File: src/rtl/fbt_pkg.sv
package fbt_pkg;

  // Oversampling mode carried by the committed line-control word
  typedef enum logic {
    OS_X16 = 1'b0,
    OS_X8  = 1'b1
  } os_mode_e;

endpackage

File: src/rtl/fbt_cfg_regs.sv
module fbt_cfg_regs #(
  parameter int INT_W  = 16,
  parameter int FRAC_W = 6,
  parameter int LC_W   = 8
) (
  input  logic              clk,
  input  logic              rst_n,
  input  logic              int_wr,
  input  logic [INT_W-1:0]  int_wdata,
  input  logic              frac_wr,
  input  logic [FRAC_W-1:0] frac_wdata,
  input  logic              lc_wr,
  input  logic [LC_W-1:0]   lc_wdata,
  output logic [INT_W-1:0]  act_int,
  output logic [FRAC_W-1:0] act_frac,
  output logic [LC_W-1:0]   act_lc,
  output logic              commit
);

  logic [INT_W-1:0]  int_stg;
  logic [FRAC_W-1:0] frac_stg;
  logic [INT_W-1:0]  int_src;
  logic [FRAC_W-1:0] frac_src;

  // a staging write in the commit cycle is forwarded into the commit
  assign int_src  = int_wr  ? int_wdata  : int_stg;
  assign frac_src = frac_wr ? frac_wdata : frac_stg;
  assign commit   = lc_wr;

  always_ff @(posedge clk) begin
    if (!rst_n) begin
      int_stg  <= '0;
      frac_stg <= '0;
    end else begin
      if (int_wr)  int_stg  <= int_wdata;
      if (frac_wr) frac_stg <= frac_wdata;
    end
  end

  always_ff @(posedge clk) begin
    if (!rst_n) begin
      act_int  <= '0;
      act_frac <= '0;
      act_lc   <= '0;
    end else if (lc_wr) begin
      act_int  <= int_src;
      act_frac <= frac_src;
      act_lc   <= lc_wdata;
    end
  end

  AST_ACTIVE_HOLD: assert property (@(posedge clk) disable iff (!rst_n)
    !lc_wr |=> ($stable(act_int) && $stable(act_frac) && $stable(act_lc)));

  AST_SAME_CYCLE_INT: assert property (@(posedge clk) disable iff (!rst_n)
    (lc_wr && int_wr) |=> (act_int == $past(int_wdata)));

endmodule

File: src/rtl/fbt_frac_period.sv
module fbt_frac_period #(
  parameter int INT_W  = 16,
  parameter int FRAC_W = 6
) (
  input  logic              clk,
  input  logic              rst_n,
  input  logic              commit,
  input  logic [INT_W-1:0]  div_int,
  input  logic [FRAC_W-1:0] div_frac,
  output logic              tick
);

  logic [INT_W-1:0]  cnt;
  logic [FRAC_W-1:0] acc;
  logic [FRAC_W:0]   acc_sum;
  logic              carry;
  logic              enabled;
  logic [INT_W:0]    period_last;

  assign acc_sum     = {1'b0, acc} + {1'b0, div_frac};
  assign carry       = acc_sum[FRAC_W];
  assign enabled     = (div_int != '0);
  // last count of this period: integer - 1, plus one when the fraction carries
  assign period_last = {1'b0, div_int} + {{INT_W{1'b0}}, carry} - {{INT_W{1'b0}}, 1'b1};
  assign tick        = enabled && ({1'b0, cnt} == period_last);

  always_ff @(posedge clk) begin
    if (!rst_n || commit || !enabled) begin
      cnt <= '0;
      acc <= '0;
    end else if (tick) begin
      cnt <= '0;
      acc <= acc_sum[FRAC_W-1:0];
    end else begin
      cnt <= cnt + 1'b1;
    end
  end

  AST_RESTART: assert property (@(posedge clk) disable iff (!rst_n)
    commit |=> (cnt == '0 && acc == '0));

  AST_ACC_HOLD: assert property (@(posedge clk) disable iff (!rst_n)
    (!tick && !commit) |=> $stable(acc));

  AST_CNT_BOUND: assert property (@(posedge clk) disable iff (!rst_n)
    enabled |-> ({1'b0, cnt} <= period_last));

endmodule

File: src/rtl/fbt_os_divider.sv
module fbt_os_divider
  import fbt_pkg::*;
#(
  parameter int OS_LOG = 4
) (
  input  logic     clk,
  input  logic     rst_n,
  input  logic     commit,
  input  logic     tick,
  input  os_mode_e mode,
  output logic     bit_strobe
);

  localparam logic [OS_LOG-1:0] LAST_FULL = {OS_LOG{1'b1}};
  localparam logic [OS_LOG-1:0] LAST_HALF = {1'b0, {(OS_LOG-1){1'b1}}};

  logic [OS_LOG-1:0] os_cnt;
  logic [OS_LOG-1:0] os_last;

  assign os_last    = (mode == OS_X8) ? LAST_HALF : LAST_FULL;
  assign bit_strobe = tick && (os_cnt == os_last);

  always_ff @(posedge clk) begin
    if (!rst_n || commit) begin
      os_cnt <= '0;
    end else if (tick) begin
      os_cnt <= bit_strobe ? '0 : os_cnt + 1'b1;
    end
  end

  AST_OS_HOLD: assert property (@(posedge clk) disable iff (!rst_n)
    (!tick && !commit) |=> $stable(os_cnt));

  AST_OS_RESTART: assert property (@(posedge clk) disable iff (!rst_n)
    commit |=> (os_cnt == '0));

endmodule

File: src/rtl/frac_baud_tick_gen.sv
module frac_baud_tick_gen
  import fbt_pkg::*;
#(
  parameter int INT_W  = 16,
  parameter int FRAC_W = 6,
  parameter int LC_W   = 8,
  parameter int HS_BIT = 5,
  parameter int OS_LOG = 4
) (
  input  logic              clk,
  input  logic              rst_n,
  input  logic              int_wr,
  input  logic [INT_W-1:0]  int_wdata,
  input  logic              frac_wr,
  input  logic [FRAC_W-1:0] frac_wdata,
  input  logic              lc_wr,
  input  logic [LC_W-1:0]   lc_wdata,
  output logic              tick,
  output logic              bit_strobe,
  output logic [LC_W-1:0]   lc_active
);

  logic [INT_W-1:0]  act_int;
  logic [FRAC_W-1:0] act_frac;
  logic              commit;
  os_mode_e          mode;

  fbt_cfg_regs #(.INT_W(INT_W), .FRAC_W(FRAC_W), .LC_W(LC_W)) u_cfg (
    .clk        (clk),
    .rst_n      (rst_n),
    .int_wr     (int_wr),
    .int_wdata  (int_wdata),
    .frac_wr    (frac_wr),
    .frac_wdata (frac_wdata),
    .lc_wr      (lc_wr),
    .lc_wdata   (lc_wdata),
    .act_int    (act_int),
    .act_frac   (act_frac),
    .act_lc     (lc_active),
    .commit     (commit)
  );

  assign mode = os_mode_e'(lc_active[HS_BIT]);

  fbt_frac_period #(.INT_W(INT_W), .FRAC_W(FRAC_W)) u_period (
    .clk      (clk),
    .rst_n    (rst_n),
    .commit   (commit),
    .div_int  (act_int),
    .div_frac (act_frac),
    .tick     (tick)
  );

  fbt_os_divider #(.OS_LOG(OS_LOG)) u_os (
    .clk        (clk),
    .rst_n      (rst_n),
    .commit     (commit),
    .tick       (tick),
    .mode       (mode),
    .bit_strobe (bit_strobe)
  );

  AST_STROBE_WITH_TICK: assert property (@(posedge clk) disable iff (!rst_n)
    bit_strobe |-> tick);

  AST_IDLE_NO_TICK: assert property (@(posedge clk) disable iff (!rst_n)
    (act_int == '0) |-> (!tick && !bit_strobe));

endmodule

File: config.mk
export PLATFORM = sky130hd
export DESIGN_NAME = frac_baud_tick_gen
export DESIGN_NICKNAME = d
export VERILOG_FILES = /design/src/rtl/fbt_pkg.sv /design/src/rtl/fbt_cfg_regs.sv /design/src/rtl/fbt_frac_period.sv /design/src/rtl/fbt_os_divider.sv /design/src/rtl/frac_baud_tick_gen.sv
export SDC_FILE = /design/constraint.sdc
export NUM_CORES = 1
export LEC_CHECK = 0
export BUFFER_PORTS_ARGS = -buffer_cell sky130_fd_sc_hd__buf_2
export CAP_MARGIN = 20
export CORE_UTILIZATION = 61
export DETAILED_ROUTE_END_ITERATION = 8
export HOLD_SLACK_MARGIN = 0.1
export PLACE_DENSITY = 0.92
export SYNTH_ARGS = -nofsm -noshare
export SYNTH_HDL_FRONTEND = slang
export SYNTH_SLANG_ARGS = --single-unit
File: constraint.sdc
create_clock -name clk -period 6.1 [get_ports clk]
set_input_delay 0.915 -clock clk [delete_from_list [all_inputs] [get_ports clk]]
set_output_delay 0.915 -clock clk [all_outputs]
set_load 0.02 [all_outputs]
# Yosys cells after proc, flatten, opt, wreduce, memory -nomap -nowiden
# Cells that the tools add are included.
# classes
n_mux	4
reduce_logical	8
addsub	5
n_eq_ne	2
# ops
operator	count
adder 16 x 1 -> 17 bit	1
== test 16 x 17 -> 1 bit	1
subtractor 17 x 1 -> 17 bit, second input constant	1
adder 16 x 1 -> 16 bit, second input constant	1
2-to-1 mux 16 bit	1
nonzero test 16 bit	1
2-to-1 mux 4 bit	2
adder 6 x 6 -> 7 bit	1
2-to-1 mux 6 bit	1
adder 4 x 1 -> 4 bit, second input constant	1
== test 4 bit	1
logical AND 1 bit	2
logical NOT 1 bit	2
logical OR 1 bit	2
OR reduction 2 bit	1
# word_totals
register_bits	78
elab_cells	27

# Depth between registers and ports, before layout
# Gate-level depths: netlist of run 1.
# depth
word_depth	7
ltp_mapped	19
ltp_nobuf	17

# Hierarchy
# Synthesis of run 1 repeated with hierarchy kept, for this count alone.
# hier_totals
cells_unflattened	414
area_unflattened_um2	3882.5
# modules_own_cells
mod	area_per_inst_um2	cells_per_inst	n_inst
fbt_cfg_regs	1858.0	171	1
fbt_frac_period	1833.0	223	1
fbt_os_divider	191.4	20	1

# Worst setup path after synthesis of run 1
# OpenSTA, ideal clock, no wires.
# synth_timing
path_type	register to output
startpoint	register u_cfg.act_frac[0]
endpoint	output bit_strobe
path_stages_with_launch	19
t_arrival_ps	3639
slack_ps	1546
required_time_ps	5185
cell_sequence	dfxtp_1 > ha_1 > inv_1 > fa_1 > inv_1 > a21oi_1 > o21bai_1 > a21o_1 > a21oi_1 > ha_1 > ha_1 > clkbuf_1 > nand2b_1 > a21oi_1 > o211ai_1 > nor4_1 > nand4b_4 > nor2_1 > and3_1
# synth_between
elab_chain_cells	6
# synth_rtl
element	line	source
start, declared	fbt_cfg_regs.sv:15	output logic [FRAC_W-1:0] act_frac,
start signal, assigned	fbt_cfg_regs.sv:47	act_frac <= frac_src;
adder 6 x 6 -> 7 bit	fbt_frac_period.sv:20	assign acc_sum = {1'b0, acc} + {1'b0, div_frac};
adder 16 x 1 -> 17 bit	fbt_frac_period.sv:24	assign period_last = {1'b0, div_int} + {{INT_W{1'b0}}, carry} - {{INT_W{1'b0}}, 1'b1};
subtractor 17 x 1 -> 17 bit	fbt_frac_period.sv:24	
== test 16 x 17 -> 1 bit	fbt_frac_period.sv:25	assign tick = enabled && ({1'b0, cnt} == period_last);
logical AND 1 bit	fbt_frac_period.sv:25	
net tick	frac_baud_tick_gen.sv:18	output logic tick,
logical AND 1 bit	fbt_os_divider.sv:21	assign bit_strobe = tick && (os_cnt == os_last);
end, declared	frac_baud_tick_gen.sv:19	output logic bit_strobe,
# The timed path passes the listed nets, and every way through them passes these cells.

# Final worst setup path of run 1
# layout_timing
startpoint	register u_cfg.act_frac[0]
endpoint	output bit_strobe
# layout_between
elab_chain_cells	6
# layout_rtl
element	line
adder 6 x 6 -> 7 bit	fbt_frac_period.sv:20
adder 16 x 1 -> 17 bit	fbt_frac_period.sv:24
subtractor 17 x 1 -> 17 bit	fbt_frac_period.sv:24
== test 16 x 17 -> 1 bit	fbt_frac_period.sv:25
logical AND 1 bit	fbt_frac_period.sv:25
logical AND 1 bit	fbt_os_divider.sv:21
# No other way between the ends.

==> reports/results.tsv, run 1 <==
stage	metric	value	unit
cells_and_area	final.fill_count	460	
route	first_iter_violations	158	
placement	place_hpwl	6.23	mm
power	p_leak	1.88	nW
sta	hold_viol	0	
route	met1_length	3.71	mm
floorplanning	io_pins	45	
power	vdd_drop_max	200	uV
worst_setup_path	crit_slowest_cell	or4b_1	
clock_tree	clockBufferDepth	2	
grt	grt_first_pass_wirelength	15.0	mm
clock_tree	cts_made_buffers	9	
power	power.total	1.17	mW
sta	worstMarginPinSlew	0.790	ns
clock_tree	post_cts_resized	0	
worst_setup_path	crit_path_end_kind	primary output	
yosys	postSynthCellCount	431	
placement	port_buffers	44	
worst_setup_path	cp.buffers_inverters	3	
yosys	synth-main-ff-cell	dfxtp_1	
worst_setup_path	path_delay_family	simple AND/OR/NAND/NOR gates	
grt	grt_pass1_vias	3288	
route	vias	3226	
route	highest_layer	met4	
yosys	synth-async-reset-ratio	0	%
grt	grt_max_degree	33	
worst_setup_path	timing.setup.critical_path_class	flop to primary output	
clock_tree	worstSkewPairLatency	0.36	ns
worst_setup_path	arrival	4.10	ns
placement	routabilityCongestion	0.868	
yosys	yosysSeqAreaShare	38.9	%
clock_tree	cts_tree	done	
placement	dp.cells	525	
sta	skew	0.0109	ns
sta	finalCritPeriodShare	82.2	%
worst_setup_path	slowest_delay	0.61	ns
worst_setup_path	startpoint_type	flop	
grt	grt-ovfl-total	0	
floorplanning	dieArea	6910	um^2
yosys	syn_nets	478	
clock_tree	holdBufCountCts	0	
floorplanning	die_y	83.1	um
yosys	synth-seq-cells	78	
yosys	syn_area_per_cell	9.31	um^2
sta	fmax	199	MHz
yosys	synth_edf_count	0	
grt	grt_antenna_before_repair	0	
cells_and_area	diodes	0	
route	drt_wl_total	8.59	mm
worst_setup_path	critPathMaxFanout	8	
status	status	complete, no violations	
route	wl_per_cell	15.9	um
worst_setup_path	critPathRequiredTime	5.18	ns
sta	holdWs	0.468	ns
worst_setup_path	worstPathCellList	ha_1, inv_1, fa_1, inv_1, a21oi_1, o21bai_1, a21o_1, a21oi_1, ha_1, or4b_1, or3_1, a211oi_2, nor3_1, nand4b_4, nor2_1, and3_1, buf_2	
route	route.met2.wl	4.24	mm
sta	final.min_clock_period	5.01	ns
yosys	synthDistinctLibCells	60	
sta	slew_violations	0	
sta	rsz0062_at_grt	no	
flow_run	maxCapViolCount	0	
power	powerDensity	264	nW/um^2
floorplanning	fp-row-count	29	
clock_tree	h-tree-depth	3	
route	met3_length	363	um
sta	timing.slew.headroom	47.1	%
route	drc	0	
route	ant_nets	0	
yosys	yosys_warnings	0	
sta	tns	0	ns
grt	grtUsageTotal	26.8	%
floorplanning	core_area	6350	um^2
cells_and_area	fin_cells	541	
route	viasPerCell	5.96	
floorplanning	die_w	83.1	um
clock_tree	clock-sinks	78	
clock_tree	cts_root_buf	clkbuf_8	
worst_hold_path	min_path_type	flop to flop	
clock_tree	postCtsSetupRepairBufs	0	
sta	finalSetupViolCount	0	
cells_and_area	fin_nets	506	
cells_and_area	syn_to_final_growth	10.5	%
yosys	syn_area	4010	um^2
cells_and_area	drive_above_1_share	16.2	%
route	dr.pass1.iters	4	
clock_tree	clk_pin_slew	0.08	ns
floorplanning	start_util	63.2	%
## flip-flops by register name, summed over array words and instances, names as in the netlist
register        count
u_cfg.act_frac      6
u_cfg.act_int      16
u_cfg.act_lc        8
u_cfg.frac_stg      6
u_cfg.int_stg      16
u_os.os_cnt         4
u_period.acc        6
u_period.cnt       16
## metrics by stage
step / setup WS (ns) / instance area (um^2) / util (%)
global placement: 1.62 / 4210 / 66.4
CTS: 1.10 / 4430 / 69.8
finish: 1.09 / 4430 / 69.8
global route: 0.702 / 4430 / 69.8
detailed placement: 1.51 / 4210 / 66.4
floorplan: 1.55 / 4010 / -
## layer usage
layer / track usage [%] / vias to the layer above
li1: - / 1581
met1: 32.4 / 1542
met2: 45.2 / 78
met3: 4.97 / 25
met4: 14.6 / 0
met5: 0 / -
## cells in the final DEF (no fill, tap or decap), types with 3 or more instances in the layout
| master | n |
|---|---|
| a21oi_1 | 15 |
| and3_1 | 7 |
| buf_2 | 44 |
| clkbuf_8 | 9 |
| dfxtp_1 | 78 |
| ha_1 | 11 |
| inv_1 | 11 |
| mux2i_1 | 37 |
| nand2_1 | 26 |
| nand2b_1 | 7 |
| nand3_1 | 16 |
| nand4_1 | 3 |
| nor2_1 | 28 |
| nor2b_1 | 34 |
| nor3_1 | 5 |
| nor4_1 | 8 |
| o211ai_1 | 4 |
| o21ai_0 | 8 |
| o21bai_1 | 4 |
| o22a_1 | 22 |
| or3_1 | 3 |
| xnor2_1 | 20 |
| xor2_1 | 16 |
## Yosys cell counts, types with 7 or more instances
library cell	instances	area [um^2]
ha_1	11	138
nor2b_1	34	213
xnor2_1	20	175
nor4_1	8	50.1
xor2_1	16	140
o22a_1	22	193
inv_1	11	41.3
o21ai_0	8	40.0
clkbuf_1	19	71.3
and3_1	7	43.8
nand3_1	16	80.1
nand2_1	26	97.6
a21oi_1	15	75.1
nand2b_1	7	43.8
nor2_1	28	105
mux2i_1	37	370
dfxtp_1	78	1560
## worst min-delay path, delay by kind of cell (launching register included)
| kind | cells | cell delay, ns |
|---|---|---|
| and+or+nand+nor | 1 | 0.05 |
| DFF | 1 | 0.32 |
| muxes | 1 | 0.05 |
## layout make-up
type / count / area, um^2 / area share [%]
clock buffer: 10 / 128 / 2.88
clock inverter: 6 / 92.6 / 2.09
tap: 77 / 96.3 / 2.17
multi-input combinational: 314 / 2290 / 51.6
sequential: 78 / 1560 / 35.2
timing repair buffer: 45 / 228 / 5.14
inverter: 11 / 41.3 / 0.931
## report_power, final
part / switching [mW] / internal, mW
Clock: 0.198 / 0.233
Combinational: 0.0970 / 0.0797
Sequential: 0.0270 / 0.534
Total: 0.322 / 0.847
## path summary, 6_finish.rpt
path / slack (ns) / cells after the start / start / end
setup / recovery: 1.09 / 17 / u_cfg.act_frac[0] / bit_strobe
hold / removal: 0.47 / 2 / u_period.acc[0] / u_period.acc[0]
setup reg to reg: 1.99 / 15 / u_cfg.act_frac[0] / u_period.cnt[11]
hold reg to reg: 0.47 / 2 / u_period.acc[0] / u_period.acc[0]
## logic make-up after synthesis
kind of cell / share of synthesized area (%)
buf+inv: 4.08
xor+xnor: 7.86
mux: 9.79
simple gates: 21.4
flops: 38.9
fa+ha+maj: 3.93
compound gates: 14.0
(Power assumes the default switching activity.)
==> run 2: changes to the inputs <==
--- a/config.mk
+++ b/config.mk
@@ -7,10 +7,10 @@
 export LEC_CHECK = 0
 export BUFFER_PORTS_ARGS = -buffer_cell sky130_fd_sc_hd__buf_2
 export CAP_MARGIN = 20
-export CORE_UTILIZATION = 61
+export CORE_UTILIZATION = 58
 export DETAILED_ROUTE_END_ITERATION = 8
 export HOLD_SLACK_MARGIN = 0.1
-export PLACE_DENSITY = 0.92
+export PLACE_DENSITY = 0.88
 export SYNTH_ARGS = -nofsm -noshare
 export SYNTH_HDL_FRONTEND = slang
 export SYNTH_SLANG_ARGS = --single-unit
==> constraint.sdc (replaced) <==
create_clock -name clk -period 5 [get_ports clk]
set_input_delay 0.75 -clock clk [delete_from_list [all_inputs] [get_ports clk]]
set_output_delay 0.75 -clock clk [all_outputs]
set_load 0.02 [all_outputs]
==> reports/results.tsv, run 2 (synthesis results as in run 1) <==
stage	metric	value	unit	change
sta	tns	0	ns	unchanged
grt	grtUsageTotal	25.4	%	-1.4 points
cells_and_area	syn_to_final_growth	11.6	%	
grt	grt-ovfl-total	0		unchanged
route	ant_nets	0		unchanged
worst_setup_path	arrival	4.02	ns	-0.08 ns
clock_tree	clockBufferDepth	2		unchanged
route	viasPerCell	5.93		-0.52%
cells_and_area	top_regs	u_cfg.act_int x16, u_cfg.int_stg x16, u_period.cnt x16		
floorplanning	fp-row-count	29		unchanged
clock_tree	clock-sinks	78		unchanged
floorplanning	core_area	6490	um^2	+2.3%
route	dr.pass1.iters	4		unchanged
cells_and_area	final_cell_mix	dfxtp_1, buf_2, mux2i_1		
floorplanning	start_util	61.8	%	-1.4 points
flow_run	maxCapViolCount	0		unchanged
placement	place_hpwl	6.28	mm	+0.70%
sta	finalCritPeriodShare	95.4	%	
grt	grt_first_pass_wirelength	14.4	mm	-3.8%
power	powerDensity	322	nW/um^2	+22%
worst_setup_path	critPathMaxFanout	8		unchanged
worst_hold_path	min_path_type	flop to flop		
clock_tree	h-tree-depth	3		unchanged
route	drc	0		unchanged
clock_tree	cts_root_buf	clkbuf_8		
grt	grt_use_met2	44.3	%	-0.87 points
sta	worstMarginPinSlew	0.759	ns	-0.0314 ns
sta	setup_ws	0.229	ns	-0.858 ns
route	drt_wl_total	8.81	mm	+2.5%
clock_tree	cts_tree	done		
worst_setup_path	crit_slowest_cell	or4b_4		
placement	pre_cts_slack	0.525	ns	-0.990 ns
placement	routabilityCongestion	0.864		-0.45%
cells_and_area	mostFrequentLayoutCell	dfxtp_1		
cells_and_area	final_util	69.0	%	-0.87 points
sta	final.min_clock_period	4.77	ns	
power	p_leak	1.90	nW	+0.67%
sta	hold_viol	0		unchanged
floorplanning	io_pins	45		unchanged
worst_setup_path	path_delay_family	simple AND/OR/NAND/NOR gates		
floorplanning	die_w	85.2	um	+2.5%
grt	grtUsageMet3	5.06	%	+0.088 points
worst_setup_path	cp.buffers_inverters	3		unchanged
grt	grt_util_met1	30.4	%	-2.0 points
cells_and_area	diodes	0		unchanged
floorplanning	die_y	85.2	um	+2.5%
worst_setup_path	worstPathCellList	ha_1, inv_1, fa_1, inv_1, a21oi_1, o21bai_2, a21o_1, a21oi_1, ha_2, or4b_4, or3_1, a211oi_2, nor3_1, nand4b_4, nor2_1, and3_1, buf_2		
sta	finalSetupViolCount	0		unchanged
placement	port_buffers	44		unchanged
sta	skew	0.0117	ns	+0.000852 ns
grt	grt_pass1_vias	3024		-8.0%
sta	slew_violations	0		unchanged
route	wl_per_cell	16.3	um	+2.3%
clock_tree	cts_made_buffers	9		unchanged
route	vias	3215		-0.34%
worst_setup_path	startpoint_type	flop		
grt	grt_max_degree	33		unchanged
worst_setup_path	crit_path_end_kind	primary output		
worst_setup_path	critPathRequiredTime	4.25	ns	-0.93 ns
route	first_iter_violations	210		+33%
clock_tree	holdBufCountCts	0		unchanged
grt	grt_antenna_before_repair	0		unchanged
cells_and_area	drive_above_1_share	17.6	%	+1.5 points
worst_setup_path	slowest_delay	0.54	ns	-0.07 ns
clock_tree	clk_pin_slew	0.09	ns	about the same
clock_tree	worstSkewPairLatency	0.36	ns	about the same
power	vdd_drop_max	273	uV	+36%
cells_and_area	fin_nets	507		+0.20%
sta	fmax	210	MHz	
power	power.total	1.44	mW	+23%
status	status	complete, no violations		
floorplanning	dieArea	7250	um^2	+5.0%
sta	timing.slew.headroom	49.2	%	+2.1 points
worst_setup_path	timing.setup.critical_path_class	flop to primary output		
grt	grt_busiest_layer	met2		
-- run 2: per-stage QoR --
step / hold WS [ns] / cell area, um^2 / instances
finish: 0.468 / 4480 / 542
global route: 0.490 / 4480 / 542
CTS: 0.470 / 4430 / 541
detailed placement: 0.458 / 4210 / 525
global placement: 0.446 / 4210 / 525
floorplan: 0.437 / 4010 / 431
-- run 2: metal layers --
| layer | wire, um | vias up |
|---|---|---|
| met2 | 4380 | 76 |
| met1 | 3870 | 1533 |
| met5 | 0 | - |
| met4 | 249 | 0 |
| li1 | - | 1585 |
| met3 | 316 | 21 |
-- run 2: path summary, 6_finish.rpt --
kind | start | endpoint | slack [ns] | depth (start not counted)
setup / recovery | u_cfg.act_frac[0] | bit_strobe | 0.23 | 17
hold / removal | u_period.acc[0] | u_period.acc[0] | 0.47 | 2
setup reg to reg | u_cfg.act_frac[0] | u_period.cnt[13] | 0.99 | 15
hold reg to reg | u_period.acc[0] | u_period.acc[0] | 0.47 | 2
-- run 2: power by group --
part	switching (mW)	total, mW	internal, mW
Clock	0.243	0.528	0.285
Combinational	0.124	0.227	0.103
Sequential	0.0340	0.685	0.651
-- run 2: area by class of cell --
class | instances | area, um^2
clock buffer | 10 | 128
clock inverter | 6 | 92.6
fill | 517 | 2020
inverter | 11 | 41.3
multi-input combinational | 314 | 2320
sequential | 78 | 1560
tap | 77 | 96.3
timing repair buffer | 46 | 235
-- run 2: worst register-to-register path, stage by stage (launching register included) --
cell,delay [ns]
dfxtp_1,0.32
ha_1,0.21
inv_1,0.07
fa_1,0.20
inv_1,0.05
a21oi_1,0.16
o21bai_2,0.12
a21o_1,0.20
a21oi_1,0.18
ha_2,0.24
or4b_4,0.54
or3_1,0.38
a211oi_2,0.22
o311ai_0,0.24
o21ai_2,0.61
nor2_1,0.13
-- run 2: repair_timing --
| action | 4_1_cts | 5_1_grt |
|---|---|---|
| gates resized for setup | 0 | 8 |
| buffers inserted | 0 | 1 |
| endpoints found under the setup margin | 0 | 2 |
==> run 3: changes to the inputs <==
--- a/config.mk
+++ b/config.mk
@@ -11,6 +11,7 @@
 export DETAILED_ROUTE_END_ITERATION = 8
 export HOLD_SLACK_MARGIN = 0.1
 export PLACE_DENSITY = 0.88
+export SETUP_SLACK_MARGIN = 0.5
 export SYNTH_ARGS = -nofsm -noshare
 export SYNTH_HDL_FRONTEND = slang
 export SYNTH_SLANG_ARGS = --single-unit
==> reports/results.tsv, run 3 (synthesis results as in run 1) <==
stage	metric	value	unit	change
grt	grt_max_degree	33		unchanged
route	drc	0		unchanged
worst_setup_path	arrival	3.77	ns	-0.25 ns
worst_setup_path	timing.setup.critical_path_class	flop to primary output		
clock_tree	cts_root_buf	clkbuf_8		
grt	grt_antenna_before_repair	0		unchanged
cells_and_area	seq_area	1560	um^2	+0.16%
clock_tree	worstSkewPairLatency	0.37	ns	about the same
power	p_leak	1.94	nW	+2.4%
flow_run	maxCapViolCount	0		unchanged
grt	grt_first_pass_wirelength	14.8	mm	+2.8%
clock_tree	clock-sinks	78		unchanged
worst_setup_path	critPathMaxFanout	5		-3
sta	fmax	221	MHz	+5.6%
floorplanning	die_w	85.2	um	unchanged
grt	grtUsageTotal	26.2	%	+0.75 points
clock_tree	holdBufCountCts	0		unchanged
worst_setup_path	startpoint_type	flop		
route	viasPerCell	6.03		+1.7%
floorplanning	core_area	6490	um^2	unchanged
sta	slew_violations	0		unchanged
sta	hold_viol	0		unchanged
status	status	complete, no violations		
power	powerDensity	314	nW/um^2	-2.3%
floorplanning	start_util	61.8	%	unchanged
placement	dp.cells	525		unchanged
worst_setup_path	crit_path_end_kind	primary output		
cells_and_area	stdcell_area	4630	um^2	+3.4%
route	vias	3324		+3.4%
worst_setup_path	critPathRequiredTime	4.25	ns	about the same
sta	timing.slew.headroom	49.5	%	+0.31 points
cells_and_area	diodes	0		unchanged
sta	skew	0.0108	ns	-0.000936 ns
placement	place_hpwl	6.28	mm	unchanged
floorplanning	io_pins	45		unchanged
floorplanning	fp-row-count	29		unchanged
grt	grt-ovfl-total	0		unchanged
cells_and_area	mostFrequentLayoutCell	dfxtp_1		
worst_setup_path	cp.buffers_inverters	4		+1
clock_tree	clockBufferDepth	2		unchanged
grt	grt_pass1_vias	3119		+3.1%
route	wl_per_cell	16.7	um	+3.0%
route	first_iter_violations	268		+28%
cells_and_area	final_cell_mix	dfxtp_1, buf_2, mux2i_1		
clock_tree	cts_tree	done		
cells_and_area	final.fill_count	494		-4.4%
sta	final.min_clock_period	4.52	ns	-0.252 ns
placement	place_area	4210	um^2	unchanged
placement	port_buffers	44		unchanged
worst_setup_path	path_delay_family	compound AO/OA/AOI/OAI gates		
route	drt_wl_total	9.22	mm	+4.7%
sta	tns	0	ns	unchanged
cells_and_area	drive_above_1_share	21.9	%	+4.3 points
clock_tree	h-tree-depth	3		unchanged
power	vdd_drop_max	271	uV	-0.59%
cells_and_area	syn_to_final_growth	15.5	%	
route	dr.pass1.iters	7		+3
worst_setup_path	worstPathCellList	ha_4, inv_2, fa_2, inv_2, a21oi_2, o21bai_1, a21o_1, a21oi_2, ha_4, or4b_4, buf_4, a2bb2oi_1, a32o_1, mux2_2, nand4b_4, nor2_4, and3_4, buf_6		
sta	worstMarginPinSlew	0.754	ns	-0.00459 ns
clock_tree	cts_made_buffers	9		unchanged
clock_tree	clk_pin_slew	0.09	ns	about the same
worst_setup_path	slowest_delay	0.51	ns	-0.03 ns
route	ant_nets	0		unchanged
worst_hold_path	min_path_type	flop to flop		
floorplanning	die_y	85.2	um	unchanged
placement	routabilityCongestion	0.864		unchanged
sta	finalSetupViolCount	0		unchanged
sta	holdWs	0.469	ns	+0.000804 ns
sta	finalCritPeriodShare	90.4	%	-5.0 points
cells_and_area	top_regs	u_cfg.act_int x16, u_cfg.int_stg x16, u_period.cnt x16		
worst_setup_path	crit_slowest_cell	or4b_4		
floorplanning	dieArea	7250	um^2	unchanged
cells_and_area	fin_nets	516		+1.8%
cells_and_area	multiInputGateArea	2400	um^2	+3.3%
cells_and_area	fin_cells	551		+1.7%
sta	rsz0062_at_grt	yes		
==> run 3: cell types whose count changed in the layout (fill, tap and decap cells not counted), sizes merged <==
| cell | change |
|---|---|
| buf | +9 |
==> run 3: cell type report <==
type                            instances  share of cell area (%)
Multi-Input combinational cell        314                    51.8
Tap cell                               77                    2.08
Clock inverter                          6                    2.00
Inverter                               11                   0.891
Timing Repair Buffer                   55                    6.67
Sequential cell                        78                    33.8
Clock buffer                           10                    2.75
==> run 3: metrics by stage <==
step | utilization (%) | power, mW | worst slack (ns)
global placement | 64.9 | 0.902 | 0.688
detailed placement | 64.9 | 0.911 | 0.525
global route | 71.3 | 1.51 | 0.327
floorplan | - | 0.858 | 0.611
CTS | 69.7 | 1.45 | 0.500
finish | 71.3 | 1.46 | 0.481
==> run 3: power breakdown <==
part | switching (mW) | internal [mW] | total (mW)
sequential | 0.0347 | 0.651 | 0.686
clock | 0.243 | 0.285 | 0.527
combinational | 0.132 | 0.110 | 0.243
total | 0.410 | 1.05 | 1.46
==> run 3: final timing paths <==
kind	start	to	slack, ns	cells after the start
max reg2reg	u_period.acc[0]	u_period.cnt[13]	0.86	18
min	u_period.acc[5]	u_period.acc[5]	0.47	2
min reg2reg	u_period.acc[5]	u_period.acc[5]	0.47	2
max	u_period.acc[0]	bit_strobe	0.48	18
==> run 3: worst reg2reg max path: stages (launching register included) <==
cell      delay (ns)
dfxtp_2         0.34
ha_4            0.16
inv_2           0.05
fa_2            0.20
inv_2           0.04
a21oi_2         0.10
o21bai_1        0.09
a21o_1          0.21
a21oi_2         0.19
ha_4            0.19
or4b_4          0.51
buf_4           0.17
o21ai_0         0.29
a211oi_4        0.12
buf_4           0.15
buf_4           0.12
o311ai_0        0.58
o21ai_2         0.35
nor2_1          0.21
==> run 3: what timing repair did <==
item,CTS,global route
pin swaps,9,12
cloned,0,0
endpoints found under the hold margin,0,0
setup endpoints to repair,2,2
resized for setup,14,14
setup buffers,5,5
==> run 3: per-layer routing <==
metal | global-route usage, % | wire (um) | vias to the layer above
met4 | 13.4 | 275 | 0
met5 | 0 | 0 | -
li1 | - | - | 1601
met2 | 46.1 | 4730 | 116
met3 | 4.28 | 414 | 29
met1 | 30.7 | 3800 | 1578
